**src/rtl/msd_pkg.sv**
```systemverilog
package msd_pkg;

  localparam int REG_W = 8;

  typedef struct packed {
    logic       io1_en;
    logic       io1_pol;
    logic       io2_en;
    logic       io2_pol;
    logic       gen_first;
    logic       prog_en;
    logic [1:0] prog_size;
  } ctrl_t;

  typedef enum logic {
    SEL_CTRL = 1'b0,
    SEL_BASE = 1'b1
  } reg_sel_e;

  localparam int PIN_PROG = 0;
  localparam int PIN_GEN  = 1;
  localparam int PIN_IO1  = 2;
  localparam int PIN_IO2  = 3;
  localparam int NUM_PINS = 4;

endpackage

```
**src/rtl/msd_regs.sv**
```systemverilog
module msd_regs
  import msd_pkg::*;
#(
  parameter int ADDR_W   = 16,
  parameter int BASE_LSB = 10
) (
  input  logic                         clk,
  input  logic                         rst_n,
  input  logic                         mode_expanded,
  input  logic                         reg_wr,
  input  logic                         reg_sel,
  input  logic [REG_W-1:0]             reg_wdata,
  output logic [REG_W-1:0]             reg_rdata,
  output ctrl_t                        ctrl,
  output logic [ADDR_W-BASE_LSB-1:0]   base
);

  localparam int BASE_W = ADDR_W - BASE_LSB;
  localparam int PAD_W  = REG_W - BASE_W;

  ctrl_t             ctrl_q;
  logic [BASE_W-1:0] base_q;

  always_ff @(posedge clk) begin
    if (!rst_n) begin
      ctrl_q         <= '0;
      ctrl_q.prog_en <= mode_expanded;
      base_q         <= '0;
    end else if (reg_wr) begin
      if (reg_sel == SEL_CTRL) ctrl_q <= ctrl_t'(reg_wdata);
      else                     base_q <= reg_wdata[REG_W-1 -: BASE_W];
    end
  end

  always_comb begin
    if (reg_sel == SEL_CTRL) reg_rdata = ctrl_q;
    else                     reg_rdata = {base_q, {PAD_W{1'b0}}};
  end

  assign ctrl = ctrl_q;
  assign base = base_q;

  AST_CTRL_RESET_IMAGE: assert property (@(posedge clk) disable iff (!rst_n)
    $rose(rst_n) |-> (ctrl_q.prog_en == $past(mode_expanded)) &&
                     ({ctrl_q[7:3], ctrl_q[1:0]} == '0));

  AST_CTRL_WRITE_LANDS: assert property (@(posedge clk) disable iff (!rst_n)
    (reg_wr && reg_sel == SEL_CTRL) |=> (reg_rdata == $past(reg_wdata) || reg_sel != SEL_CTRL));

  AST_BASE_HOLDS: assert property (@(posedge clk) disable iff (!rst_n)
    !(reg_wr && reg_sel == SEL_BASE) |=> $stable(base_q));

endmodule

```
**src/rtl/msd_prog_window.sv**
```systemverilog
module msd_prog_window #(
  parameter int ADDR_W  = 16,
  parameter int PSIZE_W = 2
) (
  input  logic               clk,
  input  logic               rst_n,
  input  logic [ADDR_W-1:0]  addr,
  input  logic [PSIZE_W-1:0] size_code,
  output logic               hit
);

  localparam int NCODES = 1 << PSIZE_W;

  // Window covers addresses whose top size_code bits are all ones.
  always_comb begin
    hit = 1'b1;
    for (int i = 0; i < NCODES - 1; i++) begin
      if (i < int'(size_code)) hit = hit & addr[ADDR_W-1-i];
    end
  end

  AST_PROG_UPPER_HALF: assert property (@(posedge clk) disable iff (!rst_n)
    (hit && size_code != '0) |-> addr[ADDR_W-1]);

endmodule

```
**src/rtl/msd_gen_window.sv**
```systemverilog
module msd_gen_window #(
  parameter int ADDR_W   = 16,
  parameter int BASE_LSB = 10,
  parameter int GSIZE_W  = 3
) (
  input  logic                        clk,
  input  logic                        rst_n,
  input  logic [ADDR_W-1:0]           addr,
  input  logic [ADDR_W-BASE_LSB-1:0]  base,
  input  logic [GSIZE_W-1:0]          gsize,
  output logic                        hit
);

  localparam int BASE_W = ADDR_W - BASE_LSB;

  logic [BASE_W-1:0] need_cmp;
  logic [BASE_W-1:0] differs;

  // Code k compares base bits k-1 and up; lower base bits are ignored.
  for (genvar k = 0; k < BASE_W; k++) begin : g_bit
    assign need_cmp[k] = (int'(gsize) <= k + 1);
    assign differs[k]  = addr[BASE_LSB+k] ^ base[k];
  end

  assign hit = (gsize != '0) && ((differs & need_cmp) == '0);

  AST_GEN_FINE_MATCH: assert property (@(posedge clk) disable iff (!rst_n)
    (hit && gsize == GSIZE_W'(1)) |-> (addr[ADDR_W-1:BASE_LSB] == base));

endmodule

```
**src/rtl/msd_pin_drive.sv**
```systemverilog
module msd_pin_drive (
  input  logic en,
  input  logic active_high,
  input  logic sel,
  input  logic gpio,
  output logic pin
);

  assign pin = en ? (sel ~^ active_high) : gpio;

endmodule

```
**src/rtl/msd_top.sv**
```systemverilog
module msd_top
  import msd_pkg::*;
#(
  parameter int ADDR_W   = 16,
  parameter int BASE_LSB = 10,
  parameter int PSIZE_W  = 2,
  parameter int GSIZE_W  = 3
) (
  input  logic               clk,
  input  logic               rst_n,
  input  logic               mode_expanded,
  input  logic               reg_wr,
  input  logic               reg_sel,
  input  logic [7:0]         reg_wdata,
  output logic [7:0]         reg_rdata,
  input  logic [ADDR_W-1:0]  bus_addr,
  input  logic               bus_valid,
  input  logic [GSIZE_W-1:0] gen_size,
  input  logic               io1_hit,
  input  logic               io2_hit,
  input  logic               prog_gpio,
  input  logic               gen_gpio,
  input  logic               io1_gpio,
  input  logic               io2_gpio,
  output logic               prog_cs_pin,
  output logic               gen_cs_pin,
  output logic               io1_cs_pin,
  output logic               io2_cs_pin
);

  localparam int BASE_W = ADDR_W - BASE_LSB;

  ctrl_t             ctrl;
  logic [BASE_W-1:0] base;
  logic              prog_hit, gen_hit;
  logic              prog_req, gen_req;
  logic              prog_act, gen_act, io1_act, io2_act;

  logic [NUM_PINS-1:0] pin_en, pin_pol, pin_sel, pin_gpio, pin_out;

  msd_regs #(.ADDR_W(ADDR_W), .BASE_LSB(BASE_LSB)) u_regs (
    .clk(clk), .rst_n(rst_n), .mode_expanded(mode_expanded),
    .reg_wr(reg_wr), .reg_sel(reg_sel), .reg_wdata(reg_wdata),
    .reg_rdata(reg_rdata), .ctrl(ctrl), .base(base)
  );

  msd_prog_window #(.ADDR_W(ADDR_W), .PSIZE_W(PSIZE_W)) u_prog (
    .clk(clk), .rst_n(rst_n), .addr(bus_addr),
    .size_code(ctrl.prog_size[PSIZE_W-1:0]), .hit(prog_hit)
  );

  msd_gen_window #(.ADDR_W(ADDR_W), .BASE_LSB(BASE_LSB), .GSIZE_W(GSIZE_W)) u_gen (
    .clk(clk), .rst_n(rst_n), .addr(bus_addr), .base(base),
    .gsize(gen_size), .hit(gen_hit)
  );

  // Arbitration among enabled, valid requests only.
  assign prog_req = prog_hit & bus_valid & ctrl.prog_en;
  assign gen_req  = gen_hit  & bus_valid;
  assign prog_act = prog_req & ~(ctrl.gen_first & gen_req);
  assign gen_act  = gen_req  & ~(~ctrl.gen_first & prog_req);
  assign io1_act  = io1_hit & bus_valid & ctrl.io1_en;
  assign io2_act  = io2_hit & bus_valid & ctrl.io2_en;

  assign pin_en   = {ctrl.io2_en, ctrl.io1_en, (gen_size != '0), ctrl.prog_en};
  assign pin_pol  = {ctrl.io2_pol, ctrl.io1_pol, 1'b0, 1'b0};
  assign pin_sel  = {io2_act, io1_act, gen_act, prog_act};
  assign pin_gpio = {io2_gpio, io1_gpio, gen_gpio, prog_gpio};

  for (genvar p = 0; p < NUM_PINS; p++) begin : g_pin
    msd_pin_drive u_drv (
      .en(pin_en[p]), .active_high(pin_pol[p]), .sel(pin_sel[p]),
      .gpio(pin_gpio[p]), .pin(pin_out[p])
    );
  end

  assign prog_cs_pin = pin_out[PIN_PROG];
  assign gen_cs_pin  = pin_out[PIN_GEN];
  assign io1_cs_pin  = pin_out[PIN_IO1];
  assign io2_cs_pin  = pin_out[PIN_IO2];

  AST_SINGLE_WINNER: assert property (@(posedge clk) disable iff (!rst_n)
    !(prog_act && gen_act));

  AST_IDLE_QUIET: assert property (@(posedge clk) disable iff (!rst_n)
    !bus_valid |-> !(prog_act || gen_act || io1_act || io2_act));

  AST_IO1_IDLE_LEVEL: assert property (@(posedge clk) disable iff (!rst_n)
    (ctrl.io1_en && !bus_valid) |-> (io1_cs_pin == !ctrl.io1_pol));

  AST_PROG_LOW_ON_HIT: assert property (@(posedge clk) disable iff (!rst_n)
    (ctrl.prog_en && prog_act) |-> !prog_cs_pin);

endmodule

```
**config.mk**
```make
export PLATFORM = sky130hd
export DESIGN_NAME = msd_top
export DESIGN_NICKNAME = d
export VERILOG_FILES = /design/src/rtl/msd_pkg.sv /design/src/rtl/msd_regs.sv /design/src/rtl/msd_prog_window.sv /design/src/rtl/msd_gen_window.sv /design/src/rtl/msd_pin_drive.sv /design/src/rtl/msd_top.sv
export SDC_FILE = /design/constraint.sdc
export NUM_CORES = 1
export LEC_CHECK = 0
export ABC_AREA = 1
export BUFFER_PORTS_ARGS = -buffer_cell sky130_fd_sc_hd__buf_2
export CAP_MARGIN = 20
export CORE_MARGIN = 2
export CORE_UTILIZATION = 50
export CTS_CLUSTER_SIZE = 40
export DETAILED_ROUTE_END_ITERATION = 16
export GPL_TIMING_DRIVEN = 0
export PLACE_DENSITY = 0.86
export SETUP_SLACK_MARGIN = 0.1
export SLEW_MARGIN = 20
export SYNTH_ARGS = -nofsm -noshare
export SYNTH_HDL_FRONTEND = slang
export SYNTH_HIERARCHICAL = 1
export SYNTH_SLANG_ARGS = --single-unit
export TNS_END_PERCENT = 5
```
**constraint.sdc**
```tcl
create_clock -name clk -period 2.2 [get_ports clk]
set_clock_uncertainty 0.15 [all_clocks]
set_input_delay 0.11 -clock clk [delete_from_list [all_inputs] [get_ports clk]]
set_output_delay 0.11 -clock clk [all_outputs]
set_load 0.05 [all_outputs]
```
-- Word level (Yosys, flattened, before mapping)
Index checks and enable logic that the tools add are counted.
- output and inout bits: 12
- word-level logic and storage cells: 64
- flip-flop bits (word level): 14
- reduce and logical (&&, ||, !) cells: 6
- bitwise gates (word level): 28
- equal/unequal tests: 2
- muxes and demuxes: 11
- order comparisons: 9
- operators by type and width (cell ; count):
    $and 1x1->1 ; 13
    $le 3x3->1 const B ; 3
    $mux 3 ; 3
    $mux 8 ; 1
    $mux 1 ; 7
    $and 6x6->6 ; 1
    $le 3x2->1 const B ; 2
    $logic_not 6->1 ; 1
    $not 1->1 ; 6
    $reduce_and 2->1 ; 3
    $xor 1x1->1 ; 6
    $lt 1x2->1 const A ; 2
    $le 3x1->1 const B ; 1
    $reduce_bool 3->1 ; 1
    $lt 2x2->1 const A ; 1
    $ne 2x1->1 const B ; 1
    $ne 2x2->1 const B ; 1
    $xnor 1x1->1 ; 2
    $logic_and 1x1->1 ; 1

-- Longest topological paths before layout
Gate-level depths: netlist of run 1.
- word-level depth: 13
- gate-level depth with buffers: 14

-- Cells and area by module
Netlist of run 1, hierarchy kept.
- modules (own cells, without submodules) (module ; area an instance (µm²) ; cells each ; instances):
    msd_regs ; 730.7 ; 105 ; 1
    msd_gen_window ; 153.9 ; 36 ; 1
    msd_pin_drive ; 31.3 ; 8 ; 4
    msd_top ; 56.3 ; 11 ; 1
    msd_prog_window ; 37.5 ; 10 ; 1

-- Least setup slack after synthesis of run 1
OpenSTA, ideal clock, no wires.
- kind: register -> output
- from: reg u_regs.base_q[0], in the netlist u_regs/base[0]
- to: out gen_cs_pin
- data arrival time: 1.352 ns
- stages on the path, launching flop included: 10
- slack: 0.588 ns
- buffers on the path: 0
- path through: dfxtp_1 or2_1 nand3_1 nand3_1 nor2_1 nand2_1 nor2_1 nand2_1 nand3_1 nand2_1
- word-level cells in the longest chain between the ends: 8
- ends and longest elaborated chain (item ; line ; RTL):
    from (decl) ; msd_regs.sv:22 ; logic [BASE_W-1:0] base_q;
    from (signal assigned) ; msd_regs.sv:31 ; else base_q <= reg_wdata[REG_W-1 -: BASE_W];
    $xor 1x1->1 ; msd_gen_window.sv:22 ; assign differs[k] = addr[BASE_LSB+k] ^ base[k];
    $and 6x6->6 ; msd_gen_window.sv:25 ; assign hit = (gsize != '0) && ((differs & need_cmp) == '0);
    $logic_not 6->1 ; msd_gen_window.sv:25 ;
    $logic_and 1x1->1 ; msd_gen_window.sv:25 ;
    named net gen_hit ; msd_top.sv:35 ; logic prog_hit, gen_hit;
    $and 1x1->1 ; msd_top.sv:59 ; assign gen_req = gen_hit & bus_valid;
    $and 1x1->1 ; msd_top.sv:61 ; assign gen_act = gen_req & ~(~ctrl.gen_first & prog_req);
    named net gen_act ; msd_top.sv:37 ; logic prog_act, gen_act, io1_act, io2_act;
    $not 1->1 (no source line) ; n/a ;
    $mux 1 ; msd_pin_drive.sv:9 ; assign pin = en ? (sel ~^ active_high) : gpio;
    to (decl) ; msd_top.sv:26 ; output logic gen_cs_pin,
The timed path passes the listed nets, and every way through them passes these cells.

-- Final worst setup path of run 1
Same ends and word-level chain as after synthesis.

==> flow_summary.json, run 1 <==
{
  "status": "complete, no violations",
  "endpoint_kind": "output port",
  "start_util_pct": 51.4,
  "power.density_nw_per_um2": 462,
  "switching_share_pct": 36.2,
  "reg2reg_from": "u_regs/base[4]",
  "hold_path.class": "input pin to flip-flop",
  "crit_start": "u_regs/base[0]",
  "drtIter0Drc": 15,
  "multi_input_area_um2": 623,
  "rows": 17,
  "cts_made_buffers": 3,
  "insertion_delay_ns": 0.27,
  "switchingPower_uw": 247,
  "cts_max_path_buffers": 2,
  "clock-sinks": 14,
  "dr_wl_met3_um": 122,
  "power_frac_seq_pct": 42.3,
  "area_growth_pct": 33.6,
  "io_buffers": 37,
  "ys_warn_count": 6,
  "seq_area_um2": 290,
  "wl_met1_mm": 1.15,
  "dp_hpwl_mm": 1.88,
  "top_layer": "met4",
  "dieArea_um2": 2600,
  "htreeDepth": 1,
  "yosysUniqueCellTypes": 23,
  "wl_met2_mm": 1.21,
  "grt_antenna_before_repair": 0,
  "syn_inst": 194,
  "ys_ff_latch": 14,
  "ir_drop_mv": 0.418,
  "netlist_area_um2": 1100,
  "cts_setup_buffers": 0,
  "route.detailed.drc": 0,
  "ff2ff_path_depth": 2,
  "cap_viol_max_count": 0,
  "rrSetupSlack_ns": 1.42,
  "most-common-layout-cells": "nand2_1 (76), buf_2 (37), inv_1 (34)",
  "wl_mm": 2.49,
  "grt_use_total_pct": 20.0,
  "io_pins": 51,
  "arrival_ns": 1.69,
  "fin_nets": 289,
  "tns_ns": 0,
  "syn_avg_cell_area_um2": 5.69,
  "p_comb_share_pct": 36.3,
  "worstPathRequired_ns": 1.94,
  "root_buffer": "clkbuf_4",
  "final-setup-viol-count": 0,
  "power.leakage_nw": 0.810,
  "wl_per_cell_um": 8.99,
  "clkTransAtPathRegs_ns": 0.08,
  "core_um2": 2150,
  "intPower_uw": 435,
  "r2r-end": "u_regs/base[4]",
  "finalCriticalPeriod_ns": 1.95,
  "die_h_um": 51.0,
  "first_pass_iters": 4,
  "grt_pass1_vias": 989,
  "period_share_pct": 88.5,
  "worstSetupPathType": "flip-flop to output port",
  "layout_commonest_cell": "nand2_1",
  "num_antenna_cells": 0,
  "finalMaxSlewViolations": 0,
  "yosysSeqAreaShare_pct": 26.3,
  "layout-drive-gt1-share_pct": 22.9,
  "fmax_mhz": 513,
  "fin_hold_ws_ns": 0.0105,
  "vias": 1256,
  "die_w_um": 51.0,
  "cts_tree": "built",
  "fill_cells": 209,
  "cp_max_fo": 4,
  "gr-total-overflow": 0,
  "drtAntennaViolNets": 0,
  "grt_pass1_wl_mm": 4.04,
  "start_kind": "flip-flop",
  "p_clk_share_pct": 21.4,
  "gp_congestion": 0.792,
  "via_per_inst": 4.53,
  "crit_end": "gen_cs_pin",
  "grt_max_degree": 11,
  "hold_viol_final": 0,
  "rsz0062_at_grt": "yes"
}
-- worst max-delay path, cell delays in order (launching register included) --
cell,delay (ns)
dfxtp_1,0.34
or2_1,0.22
nand3_1,0.06
nand3_1,0.07
nor2_1,0.14
nand2_1,0.07
nor2_1,0.14
nand2_1,0.07
nand3_1,0.06
nand2_1,0.04
buf_2,0.20
-- synthesized netlist by cell type --
cell	count	area, um2
nand2_1	76	285
inv_1	34	128
nor2_1	18	67.6
nand3_1	17	85.1
dfxtp_1	13	260
a21oi_1	10	50.1
nand3_2	4	40.0
buf_6	3	33.8
nor2_2	3	18.8
and3_2	2	15.0
o21ai_0	2	10.0
buf_2	1	5.00
buf_4	1	7.51
buf_8	1	15.0
clkinv_1	1	3.75
conb_1	1	3.75
edfxtp_1	1	30.0
inv_6	1	8.76
nor2_4	1	11.3
nor3_1	1	5.00
o21ai_1	1	5.00
or2_1	1	6.26
xor2_1	1	8.76
-- metal layers --
layer,up-vias,GRT usage (%)
met5,-,0
met2,37,35.7
li1,689,-
met1,528,25.2
met4,0,5.41
met3,2,2.05
-- power by group through the flow --
stage	Clock (mW)	Combinational (mW)	Sequential (mW)
floorplan	0	0.171	0.290
global placement	0	0.229	0.294
detailed placement	0	0.231	0.294
CTS	0.150	0.245	0.288
global route	0.163	0.273	0.292
finish	0.146	0.248	0.288
-- sequential cells by signal, indices dropped and copies added, names as in the netlist --
signal	count
u_regs/base	6
u_regs/ctrl	8
-- how the worst min path moves through the flow --
stage | startpoint | to | slack, ns | cells past startpoint
finish | reg_wdata[1] | u_regs/ctrl[1] | 0.01 | 5
global route | reg_wdata[1] | u_regs/ctrl[1] | 0.02 | 5
CTS | reg_sel | u_regs/base[3] | 0.003 | 3
detailed placement | reg_wdata[7] | u_regs/base[5] | 0.24 | 3
global placement | reg_wdata[7] | u_regs/base[5] | 0.24 | 3
floorplan | reg_wdata[2] | u_regs/base[0] | 0.11 | 2
-- kinds of logic (layout without fill, tap and decap cells) --
group                     count (synthesis)  after routing  share of synthesized area [%]
xor gates and xnor gates                  1              1                          0.794
DFF                                      14             14                           26.3
buffers and inverters                    42             94                           18.3
other                                     1              4                          0.340
AOI/OAI and AO/OA                        13             13                           5.90
and+or+nand+nor                         123            123                           48.4
-- cell type report --
type,count,share of cell area [%]
clock buffers,4,1.78
flip-flops and latches,14,19.7
well taps,28,2.38
inverters,36,9.51
plain buffers,6,4.16
repair buffers,48,20.2
multi-input cells,141,42.3
-- metrics by stage --
step / worst slack (ns) / util [%] / power, mW / std cells / cell area [um2]
2_1_floorplan: 0.588 / - / 0.461 / 197 / 1110
3_3_place_gp: 0.572 / 62.1 / 0.523 / 262 / 1340
3_5_place_dp: 0.543 / 62.1 / 0.525 / 262 / 1340
4_1_cts: 0.236 / 68.0 / 0.683 / 276 / 1460
5_1_grt: 0.0981 / 68.6 / 0.728 / 277 / 1470
6_report: 0.252 / 68.6 / 0.682 / 277 / 1470
-- repair_timing --
action                                  CTS  global route
hold buffers                             10             1
endpoints found under the hold margin    13             1
endpoints found under the setup margin    0             2
resized for setup                         0             1
Power figures use the tool's default switching activity.
==> run 2, diff against run 1 <==
Settings changed: CORE_MARGIN 2 to unset, CTS_BUF_LIST set to sky130_fd_sc_hd__clkbuf_8.
==> run 2 against run 1 <==
Net effect:
- fmax grew 3.0%
- largest cell class unchanged
- worst setup slack gained 0.057 ns
- core utilization grew 1.1 points
- design area shrank 4.4%
- sequential cell count is the same
==> flow_summary.json, run 2 (synthesized netlist as in run 1, its figures left out) <==
{
  "status": "complete, no violations",
  "critPathTopFamily": "simple AND/OR/NAND/NOR gates",
  "hold_viol_final": 0,
  "tns_ns": 0,
  "holdCritStartpoint": "reg_wdata[6]",
  "rsz0062_at_grt": "no",
  "layout_commonest_cell": "nand2_1",
  "vias": 1217,
  "ff2ff_path_depth": 2,
  "wl_met1_mm": 1.13,
  "dp_slack_ns": 0.564,
  "cts_max_path_buffers": 2,
  "cp_cell_sequence": "or2_1, nand3_1, nand3_1, nor2_1, nand2_1, nor2_1, nand2_1, nand3_1, nand2_1, buf_2",
  "wl_mm": 2.37,
  "worstSetupPathType": "flip-flop to output port",
  "core_um2": 2020,
  "cts_tree": "built",
  "htreeDepth": 1,
  "fin_ws_ns": 0.310,
  "layout-drive-gt1-share_pct": 23.7,
  "power.leakage_nw": 0.790,
  "fin_nets": 281,
  "die_h_um": 49.0,
  "gr-total-overflow": 0,
  "dieArea_um2": 2400,
  "endpoint_kind": "output port",
  "worstPathRequired_ns": 1.94,
  "largest_register_ffs": 8,
  "rrSetupSlack_ns": 1.38,
  "cts_resized": 0,
  "reg2reg_from": "u_regs/base[5]",
  "rows": 16,
  "max_stage_delay_ns": 0.33,
  "post-route-util_pct": 69.7,
  "grt_antenna_before_repair": 0,
  "insertion_delay_ns": 0.24,
  "switchingPower_uw": 252,
  "power.density_nw_per_um2": 518,
  "first_pass_iters": 4,
  "top_layer": "met3",
  "cap_viol_max_count": 0,
  "clock-sinks": 14,
  "intPower_uw": 478,
  "power_frac_seq_pct": 39.6,
  "p_comb_share_pct": 32.3,
  "fmax_mhz": 529,
  "num_antenna_cells": 0,
  "cp_num_buf_inv": 1,
  "area_growth_pct": 27.7,
  "gp_congestion": 0.779,
  "via_per_inst": 4.54,
  "drtAntennaViolNets": 0,
  "cts_made_buffers": 3,
  "final-setup-viol-count": 0,
  "period_share_pct": 85.9,
  "start_util_pct": 54.6,
  "route.detailed.drc": 0,
  "io_buffers": 37,
  "most-common-layout-cells": "nand2_1 (76), buf_2 (38), inv_1 (35)",
  "r2r-end": "u_regs/base[5]",
  "holdPathStages": 3,
  "dr_wl_met3_um": 122,
  "grt_pass1_wl_mm": 4.08,
  "grt_use_total_pct": 21.1,
  "root_buffer": "clkbuf_8",
  "die_w_um": 49.0,
  "finalMaxSlewViolations": 0,
  "ctsHoldBuffers": 3,
  "hold_path.class": "input pin to flip-flop",
  "ir_drop_mv": 0.605,
  "grt_pass1_vias": 1026,
  "start_kind": "flip-flop",
  "wl_per_cell_um": 8.84,
  "wl_met2_mm": 1.12,
  "cpMaxStageDelayCell": "dfxtp_1",
  "p_clk_share_pct": 28.1,
  "fill_cells": 214,
  "switching_share_pct": 34.5,
  "drtIter0Drc": 28,
  "io_pins": 51,
  "grt_max_degree": 11,
  "dp_hpwl_mm": 1.82,
  "cp_max_fo": 4,
  "cts_setup_buffers": 0,
  "clkTransAtPathRegs_ns": 0.06,
  "whs_endpoint": "u_regs/base[4]",
  "arrival_ns": 1.63,
  "finalPower_uw": 730,
  "finalCriticalPeriod_ns": 1.89
}
-- run 2: changes by cell type in the layout (fill, tap and decap cells not counted) --
cell           previous run  this run
inv_1                    34        35
buf_2                    37        38
clkbuf_1                  1         0
clkbuf_4                  4         0
dlygate4sd3_1            11         3
clkbuf_8                  0         3
-- run 2: how the worst max path moves through the flow --
stage	end	startpoint	depth (start not counted)	slack (ns)
global route	prog_cs_pin	u_regs/base[4]	13	0.13
floorplan	gen_cs_pin	u_regs/base[0]	9	0.59
finish	gen_cs_pin	u_regs/base[0]	10	0.31
global placement	gen_cs_pin	u_regs/base[0]	10	0.57
detailed placement	gen_cs_pin	u_regs/base[0]	10	0.56
CTS	gen_cs_pin	u_regs/base[0]	10	0.30
-- run 2: power by group through the flow --
stage                     registers (mW)  clock network [mW]  logic, mW
final                              0.289               0.205      0.236
after global routing               0.292               0.223      0.262
after CTS                          0.289               0.208      0.236
after detailed placement           0.294                   0      0.231
after global placement             0.294                   0      0.229
after floorplan                    0.290                   0      0.171
-- run 2: area by class of cell --
cell class | instances | area, um2 | area share (%)
Tap cell | 27 | 33.8 | 2.40
Clock inverter | 1 | 3.75 | 0.266
Multi-Input combinational cell | 141 | 623 | 44.2
Buffer | 6 | 61.3 | 4.35
Timing Repair Buffer | 40 | 215 | 15.3
Clock buffer | 3 | 41.3 | 2.93
Inverter | 36 | 140 | 9.95
Sequential cell | 14 | 290 | 20.6
-- run 2: worst reg2reg max path: cells and delay by family (launching register included) --
family / cells / cell delay, ns
AO/OA/AOI/OAI: 1 / 0.14
flip-flops: 1 / 0.38
AND/OR/NAND/NOR: 1 / 0.08
-- run 2: layer usage --
layer | track usage, % | vias up
met2 | 39.1 | 37
met5 | 0 | -
met1 | 26.6 | 508
li1 | - | 672
met4 | 4.41 | 0
met3 | 1.25 | 0
-- run 2: per-stage QoR --
step | hold WS [ns] | instance area, um2 | instances
after floorplan | 0.112 | 1110 | 197
after global placement | 0.238 | 1330 | 261
after detailed placement | 0.239 | 1330 | 261
after CTS | 0.000338 | 1410 | 268
after global routing | 0.0122 | 1410 | 268
final | 0.00794 | 1410 | 268
==> run 3, diff against run 2 <==
Settings changed: REMOVE_ABC_BUFFERS set to 1.
==> run 3 against run 2 <==
Net effect:
- non-clock buffer count stayed put
- global-route usage increased by 1.7 points
- register-to-register slack gained 0.02 ns
- via count is 0.16% higher
- hold slack better by 0.010 ns
- clock power rose by 2%
- critical path type unchanged
- die area is the same
- count of clock-buffer cells in the layout is the same
- highest routed layer is now met4
- sequential share of layout area rose by 0.24 points
- fmax shrank 0.94%
==> flow_summary.json, run 3 (synthesized netlist as in run 1, its figures left out) <==
{
  "status": "complete, no violations",
  "power.density_nw_per_um2": 523,
  "met3_usage_pct": 2.49,
  "die_w_um": 49.0,
  "cp_max_fo": 4,
  "hold_viol_final": 0,
  "crit_start": "u_regs/base[0]",
  "gr-total-overflow": 0,
  "clkTransAtPathRegs_ns": 0.06,
  "dieArea_um2": 2400,
  "fin_hold_ws_ns": 0.0183,
  "grt_pass1_vias": 991,
  "root_buffer": "clkbuf_8",
  "wl_per_cell_um": 9.20,
  "grtUsageMet1_pct": 28.3,
  "core_um2": 2020,
  "die_h_um": 49.0,
  "via_per_inst": 4.55,
  "dp_hpwl_mm": 1.73,
  "arrival_ns": 1.65,
  "io_buffers": 40,
  "gp_congestion": 0.737,
  "fin_nets": 281,
  "drtIter0Drc": 18,
  "tns_ns": 0,
  "reg2reg_from": "u_regs/base[5]",
  "power.leakage_nw": 0.780,
  "route.detailed.drc": 0,
  "cts_resized": 0,
  "whs_endpoint": "u_regs/ctrl[0]",
  "grt_antenna_before_repair": 0,
  "vias": 1219,
  "insertion_delay_ns": 0.24,
  "area_growth_pct": 26.2,
  "fmax_mhz": 524,
  "start_kind": "flip-flop",
  "cts_tree": "built",
  "htreeDepth": 1,
  "io_pins": 51,
  "start_util_pct": 54.6,
  "first_pass_iters": 4,
  "clock-sinks": 14,
  "cts_max_path_buffers": 2,
  "drtAntennaViolNets": 0,
  "largest_register_ffs": 8,
  "rrSetupSlack_ns": 1.40,
  "period_share_pct": 86.7,
  "num_antenna_cells": 0,
  "holdCritStartpoint": "reg_wdata[0]",
  "layout_commonest_cell": "nand2_1",
  "worstPathRequired_ns": 1.94,
  "grt_pass1_wl_mm": 4.17,
  "r2r-end": "u_regs/base[5]",
  "final-setup-viol-count": 0,
  "grt_max_degree": 18,
  "layout-drive-gt1-share_pct": 22.4,
  "cts_made_buffers": 3,
  "ir_drop_mv": 0.438,
  "wl_mm": 2.47,
  "holdPathStages": 5,
  "cts_setup_buffers": 0,
  "rsz0062_at_grt": "no",
  "grtUsageMet2_pct": 38.9,
  "grt_use_total_pct": 22.8,
  "most-common-layout-cells": "nand2_1 (76), buf_2 (40), inv_1 (35)",
  "worstSetupPathType": "flip-flop to output port",
  "endpoint_kind": "output port",
  "cap_viol_max_count": 0,
  "top_usage_layer": "met2",
  "finalCriticalPeriod_ns": 1.91,
  "ff2ff_path_depth": 2,
  "hold_path.class": "input pin to flip-flop",
  "finalMaxSlewViolations": 0,
  "rows": 16
}
## run 3: cell types whose count changed in the layout (fill, tap and decap cells not counted)
| cell | delta |
|---|---|
| buf_8 | -1 |
| buf_4 | -1 |
| buf_2 | +2 |
| buf_6 | -3 |
| dlygate4sd3_1 | +3 |
## run 3: report_power, final
| group | leakage, nW | total [mW] | switching, mW | internal (mW) |
|---|---|---|---|---|
| Clock | 0.0269 | 0.209 | 0.0855 | 0.123 |
| Sequential | 0.117 | 0.289 | 0.0159 | 0.273 |
| Combinational | 0.636 | 0.232 | 0.154 | 0.0779 |
| Total | 0.780 | 0.729 | 0.255 | 0.474 |
## run 3: what timing repair did
item / 4_1_cts / 5_1_grt
hold buffers: 6 / 0
hold endpoints to repair: 6 / 0
setup endpoints to repair: 0 / 0
## run 3: per-stage QoR
stage | std cells | total power [mW] | utilization [%] | worst slack (ns) | cell area (um2)
floorplan | 191 | 0.441 | - | 0.588 | 1050
global placement | 258 | 0.513 | 63.7 | 0.564 | 1290
detailed placement | 258 | 0.515 | 63.7 | 0.549 | 1290
CTS | 268 | 0.732 | 68.9 | 0.278 | 1390
global route | 268 | 0.782 | 68.9 | 0.101 | 1390
finish | 268 | 0.729 | 68.9 | 0.292 | 1390
## run 3: cell type report
cell class                      instances  area (um2)
Fill cell                             207         629
Multi-Input combinational cell        141         623
Sequential cell                        14         290
Timing Repair Buffer                   46         260
Inverter                               36         140
Clock buffer                            3        41.3
Tap cell                               27        33.8
Clock inverter                          1        3.75
## run 3: critical path, cell delays in order, from the launching register on
cell	delay, ns
dfxtp_1	0.33
or2_1	0.23
nand3_1	0.06
nand3_1	0.07
nor2_1	0.14
nand2_1	0.07
nor2_1	0.13
nand2_1	0.07
nand3_1	0.06
nand2_1	0.04
buf_2	0.20
## run 3: layer usage
metal | part of all wire [%] | wire, um | vias up
met4 | 1.0 | 25 | 0
li1 | - | - | 669
met5 | 0 | 0 | -
met3 | 4.2 | 104 | 2
met2 | 47 | 1170 | 37
met1 | 47 | 1160 | 511
## run 3: worst max path at each step
stage	end	cells past startpoint
finish	gen_cs_pin	10
global route	gen_cs_pin	14
CTS	gen_cs_pin	10
detailed placement	gen_cs_pin	10
global placement	gen_cs_pin	10
floorplan	gen_cs_pin	9
